### config.mk
export PLATFORM = sky130hd
export DESIGN_NAME = afc_fei_regs
export DESIGN_NICKNAME = d
export VERILOG_FILES = /design/src/rtl/afc_fei_pkg.sv /design/src/rtl/afc_ctrl.sv /design/src/rtl/afc_corr.sv /design/src/rtl/fei_snap.sv /design/src/rtl/afc_fei_regs.sv
export SDC_FILE = /design/constraint.sdc
export NUM_CORES = 1
export LEC_CHECK = 0
export BUFFER_PORTS_ARGS = -buffer_cell sky130_fd_sc_hd__buf_2
export CAP_MARGIN = 25
export CORE_AREA = 8 8 85 102
export DETAILED_ROUTE_END_ITERATION = 7
export DIE_AREA = 0 0 93 110
export PLACE_DENSITY_LB_ADDON = 0.15
export SKIP_LAST_GASP = 1
export SLEW_MARGIN = 20
export SYNTH_ARGS = -nofsm -noshare
export SYNTH_HDL_FRONTEND = slang
export SYNTH_SLANG_ARGS = --single-unit
### constraint.sdc
create_clock -name clk -period 2.9 [get_ports clk]
set_input_delay 0.58 -clock clk [delete_from_list [all_inputs] [get_ports clk]]
set_output_delay 0.58 -clock clk [all_outputs]
set_load 0.01 [all_outputs]
### src/rtl/afc_fei_pkg.sv
package afc_fei_pkg;
    localparam int ADDR_CTRL    = 0;
    localparam int ADDR_CORR_HI = 1;
    localparam int ADDR_CORR_LO = 2;
    localparam int ADDR_ERR_HI  = 3;
    localparam int ADDR_ERR_LO  = 4;

    localparam int BIT_AUTO_CLR = 0;
    localparam int BIT_CLEAR    = 1;
    localparam int BIT_AGC      = 2;
    localparam int CTRL_BITS    = 3;
endpackage

### src/rtl/afc_ctrl.sv
module afc_ctrl
    import afc_fei_pkg::*;
(
    input  logic                 clk,
    input  logic                 rst_n,
    input  logic                 wr_ctrl,
    input  logic [CTRL_BITS-1:0] wbits,
    output logic                 auto_clr_en,
    output logic                 agc_start
);
    typedef struct packed {
        logic auto_en;
        logic agc;
    } ctrl_t;

    ctrl_t st_d, st_q;

    always_comb begin
        st_d     = st_q;
        st_d.agc = wr_ctrl && wbits[BIT_AGC];
        if (wr_ctrl) st_d.auto_en = wbits[BIT_AUTO_CLR];
    end

    always_ff @(posedge clk or negedge rst_n) begin
        if (!rst_n) st_q <= '0;
        else        st_q <= st_d;
    end

    assign auto_clr_en = st_q.auto_en;
    assign agc_start   = st_q.agc;

    // a pulse is only ever the echo of a trigger write one cycle back
    p_agc_pulse_r6: assert property (@(posedge clk) disable iff (!rst_n)
        agc_start |-> $past(wr_ctrl && wbits[BIT_AGC]));
    p_agc_single_r6: assert property (@(posedge clk) disable iff (!rst_n)
        (agc_start && !wr_ctrl) |=> !agc_start);
endmodule

### src/rtl/afc_corr.sv
module afc_corr #(
    parameter int VAL_W = 16
) (
    input  logic               clk,
    input  logic               rst_n,
    input  logic               wr_hi,
    input  logic               wr_lo,
    input  logic [VAL_W/2-1:0] wdata,
    input  logic               clr_req,
    input  logic               auto_clr,
    input  logic               upd_valid,
    input  logic [VAL_W-1:0]   upd_value,
    output logic [VAL_W-1:0]   value
);
    localparam int BYTE_W = VAL_W / 2;

    typedef struct packed {
        logic [VAL_W-1:0] val;
    } corr_t;

    corr_t st_d, st_q;

    always_comb begin
        st_d = st_q;
        if (clr_req) begin
            st_d.val = '0;
        end else if (wr_hi || wr_lo) begin
            if (wr_hi) st_d.val[VAL_W-1:BYTE_W] = wdata;
            if (wr_lo) st_d.val[BYTE_W-1:0]     = wdata;
        end else if (auto_clr) begin
            st_d.val = '0;
        end else if (upd_valid) begin
            st_d.val = upd_value;
        end
    end

    always_ff @(posedge clk or negedge rst_n) begin
        if (!rst_n) st_q <= '0;
        else        st_q <= st_d;
    end

    assign value = st_q.val;

    p_loop_upd_r3: assert property (@(posedge clk) disable iff (!rst_n)
        (upd_valid && !wr_hi && !wr_lo && !clr_req && !auto_clr) |=> (value == $past(upd_value)));
    p_sw_prio_r4: assert property (@(posedge clk) disable iff (!rst_n)
        (wr_hi && upd_valid && !clr_req) |=>
            (value[VAL_W-1:BYTE_W] == $past(wdata)) && (value[BYTE_W-1:0] == $past(value[BYTE_W-1:0])));
    p_clear_r5: assert property (@(posedge clk) disable iff (!rst_n)
        clr_req |=> (value == '0));
    p_auto_clr_r7: assert property (@(posedge clk) disable iff (!rst_n)
        (auto_clr && !wr_hi && !wr_lo) |=> (value == '0));
    p_hold_r7: assert property (@(posedge clk) disable iff (!rst_n)
        (!wr_hi && !wr_lo && !clr_req && !auto_clr && !upd_valid) |=> $stable(value));
endmodule

### src/rtl/fei_snap.sv
module fei_snap #(
    parameter int VAL_W = 16
) (
    input  logic               clk,
    input  logic               rst_n,
    input  logic               meas_valid,
    input  logic [VAL_W-1:0]   meas_value,
    input  logic               rd_hi,
    output logic [VAL_W-1:0]   err,
    output logic [VAL_W/2-1:0] shadow_lo
);
    localparam int BYTE_W = VAL_W / 2;

    typedef struct packed {
        logic [VAL_W-1:0]  err;
        logic [BYTE_W-1:0] shadow;
    } snap_t;

    snap_t st_d, st_q;

    always_comb begin
        st_d = st_q;
        if (rd_hi)      st_d.shadow = st_q.err[BYTE_W-1:0];
        if (meas_valid) st_d.err    = meas_value;
    end

    always_ff @(posedge clk or negedge rst_n) begin
        if (!rst_n) st_q <= '0;
        else        st_q <= st_d;
    end

    assign err       = st_q.err;
    assign shadow_lo = st_q.shadow;

    p_capture_r8: assert property (@(posedge clk) disable iff (!rst_n)
        meas_valid |=> (err == $past(meas_value)));
    p_shadow_hold_r9: assert property (@(posedge clk) disable iff (!rst_n)
        !rd_hi |=> $stable(shadow_lo));
    p_shadow_load_r9: assert property (@(posedge clk) disable iff (!rst_n)
        rd_hi |=> (shadow_lo == $past(err[BYTE_W-1:0])));
endmodule

### src/rtl/afc_fei_regs.sv
module afc_fei_regs
    import afc_fei_pkg::*;
#(
    parameter int VAL_W  = 16,
    parameter int ADDR_W = 3
) (
    input  logic               clk,
    input  logic               rst_n,
    input  logic               reg_wr,
    input  logic               reg_rd,
    input  logic [ADDR_W-1:0]  reg_addr,
    input  logic [VAL_W/2-1:0] reg_wdata,
    output logic [VAL_W/2-1:0] reg_rdata,
    input  logic               fei_valid,
    input  logic [VAL_W-1:0]   fei_value,
    input  logic               loop_upd_valid,
    input  logic [VAL_W-1:0]   loop_upd_value,
    input  logic               afc_phase_start,
    input  logic               auto_afc_on,
    input  logic               rx_active,
    output logic [VAL_W-1:0]   afc_value,
    output logic               agc_start
);
    localparam int BYTE_W = VAL_W / 2;

    logic              sel_ctrl, sel_chi, sel_clo, sel_ehi, sel_elo;
    logic              wr_ctrl, auto_en, clr_req, auto_clr;
    logic [VAL_W-1:0]  err_w;
    logic [BYTE_W-1:0] shadow_w;
    logic [BYTE_W-1:0] rdata_d;

    assign sel_ctrl = (reg_addr == ADDR_W'(ADDR_CTRL));
    assign sel_chi  = (reg_addr == ADDR_W'(ADDR_CORR_HI));
    assign sel_clo  = (reg_addr == ADDR_W'(ADDR_CORR_LO));
    assign sel_ehi  = (reg_addr == ADDR_W'(ADDR_ERR_HI));
    assign sel_elo  = (reg_addr == ADDR_W'(ADDR_ERR_LO));

    assign wr_ctrl  = reg_wr && sel_ctrl;
    assign clr_req  = wr_ctrl && reg_wdata[BIT_CLEAR] && rx_active;
    assign auto_clr = afc_phase_start && auto_en && auto_afc_on;

    afc_ctrl u_ctrl (
        .clk         (clk),
        .rst_n       (rst_n),
        .wr_ctrl     (wr_ctrl),
        .wbits       (reg_wdata[CTRL_BITS-1:0]),
        .auto_clr_en (auto_en),
        .agc_start   (agc_start)
    );

    afc_corr #(.VAL_W(VAL_W)) u_corr (
        .clk       (clk),
        .rst_n     (rst_n),
        .wr_hi     (reg_wr && sel_chi),
        .wr_lo     (reg_wr && sel_clo),
        .wdata     (reg_wdata),
        .clr_req   (clr_req),
        .auto_clr  (auto_clr),
        .upd_valid (loop_upd_valid),
        .upd_value (loop_upd_value),
        .value     (afc_value)
    );

    fei_snap #(.VAL_W(VAL_W)) u_fei (
        .clk        (clk),
        .rst_n      (rst_n),
        .meas_valid (fei_valid),
        .meas_value (fei_value),
        .rd_hi      (reg_rd && sel_ehi),
        .err        (err_w),
        .shadow_lo  (shadow_w)
    );

    always_comb begin
        rdata_d = '0;
        if (reg_rd) begin
            if (sel_ctrl)     rdata_d[BIT_AUTO_CLR] = auto_en;
            else if (sel_chi) rdata_d = afc_value[VAL_W-1:BYTE_W];
            else if (sel_clo) rdata_d = afc_value[BYTE_W-1:0];
            else if (sel_ehi) rdata_d = err_w[VAL_W-1:BYTE_W];
            else if (sel_elo) rdata_d = shadow_w;
        end
    end

    assign reg_rdata = rdata_d;

    p_unused_r10: assert property (@(posedge clk) disable iff (!rst_n)
        (reg_rd && reg_addr > ADDR_W'(ADDR_ERR_LO)) |-> (reg_rdata == '0));
    p_ctrl_bits_r10: assert property (@(posedge clk) disable iff (!rst_n)
        (reg_rd && sel_ctrl) |-> (reg_rdata[BYTE_W-1:1] == '0));
    p_idle_rdata_r1: assert property (@(posedge clk) disable iff (!rst_n)
        !reg_rd |-> (reg_rdata == '0));
endmodule

* Yosys cells after proc, flatten, opt, wreduce, memory -nomap -nowiden
Index checks and enable logic that the tools add are counted.
Word-level totals: logic and storage cells 39, bits in registers 42, output and inout bits 25, input bits 52
Operators by class: equality and inequality tests 6, reductions and logical operators 14, multiplexer cells 13
Operator list (count):
- 16-bit 2-to-1 mux | 4
- 8-bit 2-to-1 mux | 7
- 1-bit logical AND | 9
- 7-bit 2-to-1 mux | 1
- 3-bit by 2-bit == test with 1-bit output, second input constant | 2
- 3-bit by 2-bit != test with 1-bit output, second input constant | 2
- 2-bit AND reduction | 2
- 4-bit nonzero test | 1
- 3-bit by 1-bit == test with 1-bit output, second input constant | 1
- 3-bit == test, second input constant | 1
- 3-bit logical NOT | 1
- 1-bit logical OR | 1
- 1-bit 2-to-1 mux | 1

* Logic depth before layout (Yosys ltp)
Gate-level depths: netlist of run 1.
depth after elaboration 7, mapped depth 6, depth with buffers taken out 4

* Cells and area by module
A second synthesis of run 1 with hierarchy kept.
Unflattened totals: cell total of the unflattened synthesis 209, area, all modules 2491.1 um^2
By module, submodules not included:
- afc_corr | sequential area each 400.4 um^2, area each 958.4 um^2, cells an instance 87, instances 1
- fei_snap | sequential area each 600.6 um^2, area each 944.7 um^2, cells an instance 51, instances 1
- afc_fei_regs | sequential area each 0.0 um^2, area each 515.5 um^2, cells an instance 67, instances 1
- afc_ctrl | sequential area each 50.0 um^2, area each 72.6 um^2, cells an instance 4, instances 1

* Worst setup path after synthesis of run 1
No wires, ideal clock.
path kind input-to-output, start point input reg_addr[1], end point output reg_rdata[0], buffers on the path 1, arrival time 1.471 ns, setup slack 0.849 ns, stages on the path 5, required time 2.320 ns, cell sequence buf_2 mux2_2 o22ai_1 o21ai_0 and3_1
Between the ends: word-level cells in the longest chain between the ends 7, elaborated cells on any way between the ends 11, those cells by class eq/ne (4); mux (6); reduce/logical (1)
Ends and longest elaborated chain:
- from (decl) | RTL line afc_fei_regs.sv:11 | input logic [ADDR_W-1:0] reg_addr,
- 3-bit == test | RTL line afc_fei_regs.sv:36 | assign sel_elo = (reg_addr == ADDR_W'(ADDR_ERR_LO));
- 8-bit 2-to-1 mux | RTL line afc_fei_regs.sv:81 | else if (sel_elo) rdata_d = shadow_w;
- 8-bit 2-to-1 mux | RTL line afc_fei_regs.sv:80 | else if (sel_ehi) rdata_d = err_w[VAL_W-1:BYTE_W];
- 8-bit 2-to-1 mux | RTL line afc_fei_regs.sv:79 | else if (sel_clo) rdata_d = afc_value[BYTE_W-1:0];
- 8-bit 2-to-1 mux | RTL line afc_fei_regs.sv:78 | else if (sel_chi) rdata_d = afc_value[VAL_W-1:BYTE_W];
- 1-bit 2-to-1 mux (*) | RTL line afc_fei_regs.sv:77 | if (sel_ctrl) rdata_d[BIT_AUTO_CLR] = auto_en;
- 8-bit 2-to-1 mux (*) | RTL line afc_fei_regs.sv:76 | if (reg_rd) begin
- to (decl) | RTL line afc_fei_regs.sv:13 | output logic [VAL_W/2-1:0] reg_rdata,
Every way passes the cells marked *; elsewhere a longest branch is shown, timed or not.

* Final worst setup path of run 1
Same ends and word-level chain as after synthesis.

==> flow_metrics.tcl, run 1 <==
set metrics [dict create \
    fin_crit_sh_pct 85.5 \
    port_buffers 76 \
    drc_errors 0 \
    rsz0062_at_grt "no" \
    r2r-start "u_ctrl.auto_clr_en" \
    swShare_pct 29.9 \
    cts.path.max_buffers 2 \
    drv_cap 0 \
    clock_power_share_pct 25.6 \
    timing.rr.end "u_corr.value[10]" \
    hold_path.class "in2async" \
    avgRoutedWirePerCell_um 18.5 \
    post_cts_buffers 0 \
    netlist_area_sq_mm 0.00216 \
    tightestPinTransition_ps 711 \
    layout_commonest_cell "buf_2" \
    maxClockFrequency_mhz 404 \
    rows 34 \
    fill_cells 748 \
    dp_cells 330 \
    required_ps 2320 \
    peakVddDrop_mv 0.275 \
    diodes 0 \
    netlist_instances 173 \
    initial_utilization_pct 30.6 \
    ant_nets 0 \
    critPathKind "in2out" \
    core-area_sq_mm 0.00706 \
    cp.arrival_ps 1900 \
    drtIter0Drc 62 \
    reg2reg_slack_ps 1210 \
    grt.total_usage_pct 13.0 \
    cts_resized 0 \
    htreeDepth 2 \
    outcome "finished, final reports clean" \
    critPathCaptureType "primary output" \
    antenna_found_initial 0 \
    clk_pin_slew_ps 80 \
    power_mw 1.52 \
    syn_avg_cell_area_sq_um 12.5 \
    min_period_ps 2480 \
    area_growth_pct 25.2 \
    path_max_fanout 20 \
    firstDrtPassIters 4 \
    hpwlAfterDp_um 4850 \
    final_nets 300 \
    combPwrFrac_pct 24.3 \
    cts_sinks 42 \
    fin_tns_setup_ps 0 \
    postCtsHoldBufs 0 \
    fin_util_pct 38.4 \
    fp.dieArea_sq_mm 0.0102 \
    viasPerCell 5.12 \
    numCtsBuffers 5 \
    reg2reg_depth 4 \
    p_seq_share_pct 50.1 \
    clk_latency_ps 290 \
    ys_seq_area_share_pct 48.6 \
    syn_nets 225 \
    leakage_nw 1.31 \
    finalMaxSlewViolations 0 \
    finalSetupViolCount 0 \
    overflow 0 \
    place.gp.congestion 0.734 \
    grt_pass1_wl_um 10300 \
    cts_tree "built" \
    routed_wl_um 6280 \
    synth_cell_types 31 \
    pin_count 77 \
    die_w_um 93 \
    synth_warnings 0 \
    drive_above_1_share_pct 47.0 \
    die_h_um 110 \
    startpoint_type "primary input" \
    maxSlewHeadroom_pct 52.5 \
    stdcell_count 339 \
    root_buffer "clkbuf_8" \
    p_switching_mw 0.456 \
    grt_pass1_vias 1881 \
    fin_worst_skew_ps 4.27 \
    synth-seq-cells 42 \
    hold_viol_final 0 \
    intPower_mw 1.07 \
    layout_common_cells "buf_2 (76), dfrtp_1 (42), a22o_1 (30), mux2_2 (24), a22oi_1 (9)" \
    grt_max_degree 43 \
    p_per_area_mw_per_mm2 562 \
    route.vias.total 1734 \
]
[how the worst max path moves through the flow]
| stage | slack (ps) | endpoint | cells after the start | from |
|---|---|---|---|---|
| after CTS | 410 | reg_rdata[0] | 6 | reg_addr[1] |
| after global placement | 450 | reg_rdata[3] | 7 | reg_addr[1] |
| final | 420 | reg_rdata[0] | 6 | reg_addr[1] |
| after global routing | 270 | reg_rdata[2] | 6 | reg_addr[1] |
| after detailed placement | 420 | reg_rdata[0] | 6 | reg_addr[1] |
| after floorplan | 850 | reg_rdata[0] | 5 | reg_addr[1] |
[flip-flops by register name, indices dropped and copies added, names as in the netlist]
name	cells
u_ctrl.auto_clr_en	1
u_fei.err	16
u_fei.shadow_lo	8
u_corr.value	16
u_ctrl.agc_start	1
[Yosys cell counts]
cell type,count,area (sq um)
a211o_1,1,8.76
a21oi_1,1,5.00
a22o_1,30,263
a22oi_1,9,67.6
a31o_2,1,8.76
a31oi_1,2,12.5
and2_1,7,43.8
and3_1,3,18.8
buf_2,2,10.0
buf_4,3,22.5
buf_6,2,22.5
clkbuf_1,3,11.3
dfrtp_1,42,1050
mux2_1,4,45.0
mux2_2,24,270
mux2i_1,8,80.1
nand2_1,3,11.3
nand2b_1,2,12.5
nand3_1,1,5.00
nand3_4,1,17.5
nor2_1,2,7.51
nor2_2,1,6.26
nor2b_1,3,18.8
o21ai_0,3,15.0
o21ai_1,1,5.00
o21ai_2,2,17.5
o21ba_4,1,16.3
o22ai_1,8,50.1
o2bb2ai_1,1,8.76
o2bb2ai_2,1,15.0
xnor2_2,1,16.3
[critical path, cell delays in order]
cell and delay (ps):
buf_2 380, mux2_2 380, o22ai_1 140, o21ai_0 90
and3_1 180, buf_2 130
[layout make-up]
class,instances,area (sq um),area share (%)
flip-flops and latches,42,1050,38.8
clock buffers,7,86.3,3.19
repair buffers,78,408,15.1
clock inverters,1,5.00,0.185
well taps,90,113,4.16
multi-input cells,121,1050,38.6
[through the flow]
step                      hold WS, ps  area (sq um)  setup WS [ps]
after floorplan                   284          2160            849
after global placement            477          2600            450
after detailed placement          478          2600            417
after CTS                         467          2690            413
after global routing              150          2710            268
final                             153          2710            422
[per-layer routing]
| layer | routed length, um | global-route usage (%) | vias up |
|---|---|---|---|
| li1 | - | - | 829 |
| met2 | 2840 | 19.9 | 53 |
| met3 | 378 | 4.27 | 7 |
| met5 | 0 | 0 | - |
| met4 | 91 | 4.61 | 0 |
| met1 | 2970 | 16.7 | 845 |
[logic make-up (layout without fill, tap and decap cells)]
| family | count (synthesis) | in the layout | share of synthesized area, % |
|---|---|---|---|
| buffers and inverters | 10 | 86 | 3.07 |
| XOR/XNOR | 1 | 1 | 0.752 |
| AO/OA/AOI/OAI | 61 | 61 | 22.8 |
| multiplexers | 36 | 36 | 18.3 |
| flip-flops | 42 | 42 | 48.6 |
| AND/OR/NAND/NOR | 23 | 23 | 6.54 |
[power by group through the flow]
stage,combinational [mW],sequential [mW],clock (mW)
6_report,0.370,0.764,0.390
5_1_grt,0.414,0.778,0.430
4_1_cts,0.374,0.767,0.400
3_5_place_dp,0.372,0.778,0
3_3_place_gp,0.367,0.780,0
2_1_floorplan,0.218,0.761,0
Power figures use the tool's default switching activity.
==> run 2: changes to the inputs <==
==> constraint.sdc (replaced) <==
create_clock -name clk -period 2.9 [get_ports clk]
set_input_delay 0.58 -clock clk [delete_from_list [all_inputs] [get_ports clk]]
set_output_delay 0.58 -clock clk [all_outputs]
set_load 0.1 [all_outputs]
==> run 2 against run 1 <==
Compared with the run above: clock power is 12% lower; largest cell class unchanged; total power increased by 21%; critical endpoint unchanged; first-iteration DRC count up 9.7%; sequential share of layout area decreased by 1.3 points.
==> flow_metrics.tcl, run 2 (synthesis results as in run 1) <==
set metrics [dict create \
    outcome "finished, final reports clean" \
    r2r-start "u_ctrl.auto_clr_en" \
    ant_nets 0 \
    routed_wl_um 6200 \
    min_period_ps 2520 \
    drv_cap 0 \
    finalMaxSlewViolations 0 \
    numCtsBuffers 5 \
    fin_worst_skew_ps 5.93 \
    post_cts_buffers 0 \
    fp.dieArea_sq_mm 0.0102 \
    cpPeakStageDelay_ps 380 \
    hold_viol_final 0 \
    fin_tns_setup_ps 0 \
    cts_sinks 42 \
    core-area_sq_mm 0.00706 \
    die_w_um 93 \
    grt_pass1_wl_um 10000 \
    peakVddDrop_mv 0.432 \
    critPathKind "in2out" \
    fin_area_sq_mm 0.00281 \
    layout_common_cells "buf_2 (69), dfrtp_1 (42), a22o_1 (30), mux2_2 (24), a22oi_1 (9)" \
    startpoint_type "primary input" \
    p_per_area_mw_per_mm2 659 \
    grt_pass1_vias 1954 \
    clk_pin_slew_ps 80 \
    antenna_found_initial 0 \
    rsz0062_at_grt "no" \
    maxClockFrequency_mhz 397 \
    p_switching_mw 0.787 \
    pin_count 77 \
    combPwrFrac_pct 40.1 \
    diodes 0 \
    reg2reg_slack_ps 1220 \
    hpwlAfterDp_um 4870 \
    avgRoutedWirePerCell_um 18.3 \
    cts_tree "built" \
    tightestPinTransition_ps 697 \
    grt.total_usage_pct 12.7 \
    cts_resized 0 \
    reg2reg_depth 4 \
    required_ps 2320 \
    place_area_sq_mm 0.00271 \
    slowest_stage "mux2_2" \
    critPathCaptureType "primary output" \
    grt_max_degree 43 \
    hold_path.class "in2async" \
    final_nets 301 \
    viasPerCell 5.08 \
    root_buffer "clkbuf_8" \
    swShare_pct 42.5 \
    firstDrtPassIters 4 \
    fin_crit_sh_pct 86.9 \
    die_h_um 110 \
    leakage_nw 1.32 \
    crit_chain "buf_2 > mux2_2 > o22ai_1 > o21ai_0 > and3_1 > buf_2" \
    maxSlewHeadroom_pct 53.5 \
    clk_latency_ps 280 \
    place.gp.congestion 0.793 \
    rows 34 \
    dp_cells 331 \
    area_growth_pct 29.7 \
    p_seq_share_pct 41.3 \
    postCtsHoldBufs 0 \
    stdcell_count 339 \
    cpMostUsedCell "buf_2" \
    port_buffers 76 \
    cts.path.max_buffers 2 \
    layout_commonest_cell "buf_2" \
    initial_utilization_pct 30.6 \
    drive_above_1_share_pct 46.6 \
    clock_power_share_pct 18.6 \
    htreeDepth 2 \
    path_max_fanout 12 \
    timing.rr.end "u_corr.value[10]" \
    drtIter0Drc 68 \
    cp.arrival_ps 1940 \
    route.vias.total 1723 \
    intPower_mw 1.06 \
    overflow 0 \
    finalSetupViolCount 0 \
    drc_errors 0 \
]
-- run 2: stage by stage --
step	setup WS [ps]	utilization [%]	hold WS, ps	power (mW)
floorplan	132	-	284	1.32
global placement	413	38.4	472	1.52
detailed placement	385	38.4	475	1.52
CTS	382	39.5	479	1.88
global route	276	39.7	205	1.95
finish	379	39.7	192	1.85
-- run 2: layout make-up --
cell class	instances	area, sq um
repair buffers	79	520
flip-flops and latches	42	1050
multi-input cells	121	1050
clock buffers	7	76.3
well taps	90	113
fillers	737	4260
-- run 2: worst max path at each step --
stage | startpoint | cells after the start | to | slack [ps]
6_report | reg_addr[1] | 6 | reg_rdata[0] | 380
3_5_place_dp | reg_addr[1] | 6 | reg_rdata[0] | 380
2_1_floorplan | u_corr.value[0] | 4 | reg_rdata[0] | 130
4_1_cts | reg_addr[1] | 6 | reg_rdata[0] | 380
5_1_grt | reg_addr[1] | 6 | reg_rdata[7] | 280
3_3_place_gp | reg_addr[1] | 6 | reg_rdata[0] | 410
-- run 2: critical path: cells and delay by family --
kind | cells | cell delay [ps]
AO/OA/AOI/OAI | 2 | 210
buffers and inverters | 2 | 580
AND/OR/NAND/NOR | 1 | 180
multiplexers | 1 | 380
-- run 2: power by group through the flow --
stage | sequential (mW) | clock [mW] | combinational (mW)
CTS | 0.768 | 0.364 | 0.747
global placement | 0.782 | 0 | 0.739
detailed placement | 0.778 | 0 | 0.746
finish | 0.764 | 0.344 | 0.742
floorplan | 1.05 | 0 | 0.271
global route | 0.778 | 0.387 | 0.787
-- run 2: per-layer routing --
| metal | part of all wire (%) | track usage (%) |
|---|---|---|
| met1 | 45 | 15.6 |
| met2 | 47 | 20.6 |
| met3 | 6.7 | 4.13 |
| met4 | 1.3 | 4.15 |
| met5 | 0 | 0 |
==> run 3: changes to the inputs <==
--- a/config.mk
+++ b/config.mk
@@ -7,9 +7,9 @@
 export LEC_CHECK = 0
 export BUFFER_PORTS_ARGS = -buffer_cell sky130_fd_sc_hd__buf_2
 export CAP_MARGIN = 25
-export CORE_AREA = 8 8 85 102
+export CORE_AREA = 8 8 92 94
 export DETAILED_ROUTE_END_ITERATION = 7
-export DIE_AREA = 0 0 93 110
+export DIE_AREA = 0 0 100 102
 export PLACE_DENSITY_LB_ADDON = 0.15
 export SKIP_LAST_GASP = 1
 export SLEW_MARGIN = 20
==> run 3 against run 2 <==
Compared with the run above: sequential cell count unchanged; die area down 0.29%; via count up 1.7%; sequential power about the same; global-route usage down 0.11 points; non-clock buffer count unchanged; critical endpoint unchanged; sequential share of layout area down 0.49 points; clock skew about the same; final cell count up 2.9%; worst setup slack better by 42 ps; design area up 1.3%; register-to-register slack about the same.
==> flow_metrics.tcl, run 3 (synthesis results as in run 1) <==
set metrics [dict create \
    cts_resized 0 \
    clk_latency_ps 290 \
    cpPeakStageDelay_ps 420 \
    clk_pin_slew_ps 80 \
    overflow 0 \
    cpMostUsedCell "buf_2" \
    avgRoutedWirePerCell_um 18.0 \
    critPathCaptureType "primary output" \
    route.vias.total 1753 \
    slowest_stage "buf_2" \
    die_h_um 102 \
    drive_above_1_share_pct 47.6 \
    initial_utilization_pct 30.6 \
    fin_crit_sh_pct 85.5 \
    cp.arrival_ps 1900 \
    critPathTopFamily "buffers and inverters" \
    leakage_nw 1.33 \
    required_ps 2320 \
    reg2reg_depth 4 \
    post_cts_buffers 0 \
    ant_nets 0 \
    rsz0062_at_grt "no" \
    port_buffers 76 \
    fin_area_sq_mm 0.00284 \
    hpwlAfterDp_um 4900 \
    p_seq_share_pct 40.0 \
    viasPerCell 5.02 \
    fin_ws_ps 421 \
    grt_pass1_wl_um 9870 \
    place.gp.congestion 0.796 \
    layout_commonest_cell "buf_2" \
    combPwrFrac_pct 39.2 \
    fin_worst_skew_ps 5.90 \
    cts.path.max_buffers 2 \
    cts_tree "built" \
    rows 31 \
    firstDrtPassIters 4 \
    critPathKind "in2out" \
    p_switching_mw 0.814 \
    grt_pass1_vias 1899 \
    critPathBufInv 3 \
    fin_tns_setup_ps 0 \
    place_area_sq_mm 0.00272 \
    antenna_found_initial 0 \
    intPower_mw 1.09 \
    grt_max_degree 43 \
    diodes 0 \
    tightestPinTransition_ps 675 \
    hold_path.class "in2async" \
    routed_wl_um 6270 \
    crit_chain "buf_2 > buf_4 > nor2_1 > nand3_1 > o21ai_0 > and3_1 > buf_2" \
    swShare_pct 42.8 \
    clock_power_share_pct 20.9 \
    die_w_um 100 \
    htreeDepth 2 \
    min_period_ps 2480 \
    maxClockFrequency_mhz 403 \
    hold_viol_final 0 \
    drv_cap 0 \
    layout_common_cells "buf_2 (69), dfrtp_1 (42), a22o_1 (30), mux2_2 (24), a22oi_1 (9)" \
    area_growth_pct 31.5 \
    drc_errors 0 \
    outcome "finished, final reports clean" \
    finalSetupViolCount 0 \
    path_max_fanout 11 \
    root_buffer "clkbuf_8" \
    final_nets 301 \
    finalMaxSlewViolations 0 \
    pin_count 77 \
    dp_slack_ps 423 \
    fill_cells 723 \
    peakVddDrop_mv 0.463 \
    maxSlewHeadroom_pct 55.0 \
    crit_cells 7 \
    core-area_sq_mm 0.00706 \
    cts_sinks 42 \
    p_per_area_mw_per_mm2 669 \
    postCtsHoldBufs 0 \
    startpoint_type "primary input" \
    fp.dieArea_sq_mm 0.0102 \
    grt.total_usage_pct 12.6 \
    drtIter0Drc 40 \
    numCtsBuffers 5 \
]
## run 3: stage by stage
step / total power [mW] / hold slack [ps] / util (%) / instances
after floorplan: 1.32 / 284 / - / 173
after global placement: 1.52 / 472 / 38.6 / 340
after detailed placement: 1.52 / 473 / 38.6 / 340
after CTS: 1.92 / 467 / 39.9 / 348
after global routing: 1.99 / 260 / 40.3 / 349
final: 1.90 / 227 / 40.3 / 349
## run 3: routing by layer
| layer | GRT usage [%] | vias to the layer above | routed length (um) |
|---|---|---|---|
| li1 | - | 828 | - |
| met1 | 16.7 | 839 | 3020 |
| met2 | 18.4 | 76 | 2700 |
| met3 | 4.36 | 10 | 439 |
| met4 | 4.65 | 0 | 97 |
| met5 | 0 | - | 0 |
## run 3: layout make-up
cell class / count / area [sq um] / area share (%)
clock buffer: 6 / 82.6 / 2.90
clock inverter: 2 / 12.5 / 0.440
multi-input combinational: 121 / 1050 / 36.8
sequential: 42 / 1050 / 37.0
tap: 99 / 124 / 4.36
timing repair buffer: 79 / 528 / 18.6
## run 3: power by group through the flow
| stage | Sequential, mW | Clock [mW] | Combinational (mW) |
|---|---|---|---|
| after floorplan | 1.05 | 0 | 0.271 |
| final | 0.761 | 0.397 | 0.746 |
| after detailed placement | 0.776 | 0 | 0.746 |
| after global placement | 0.778 | 0 | 0.742 |
| after CTS | 0.765 | 0.407 | 0.748 |
| after global routing | 0.775 | 0.434 | 0.786 |
## run 3: worst paths after layout
| check | start | endpoint | slack (ps) |
|---|---|---|---|
| worst max-delay path | reg_addr[1] | reg_rdata[0] | 420 |
| worst min-delay path | rst_n | u_ctrl.agc_start | 230 |
| worst max register to register | u_ctrl.auto_clr_en | u_corr.value[10] | 1230 |
| worst min register to register | u_fei.err[0] | u_fei.shadow_lo[0] | 490 |
| max in group asynchronous | rst_n | u_fei.err[5] | 2190 |
| min in group clk | u_fei.err[0] | u_fei.shadow_lo[0] | 490 |
## run 3: worst reg2reg max path, cell delays in order (launching register included)
cell	delay [ps]
dfrtp_1	430
a31oi_1	240
a22oi_1	130
o21ai_2	370
mux2_2	380
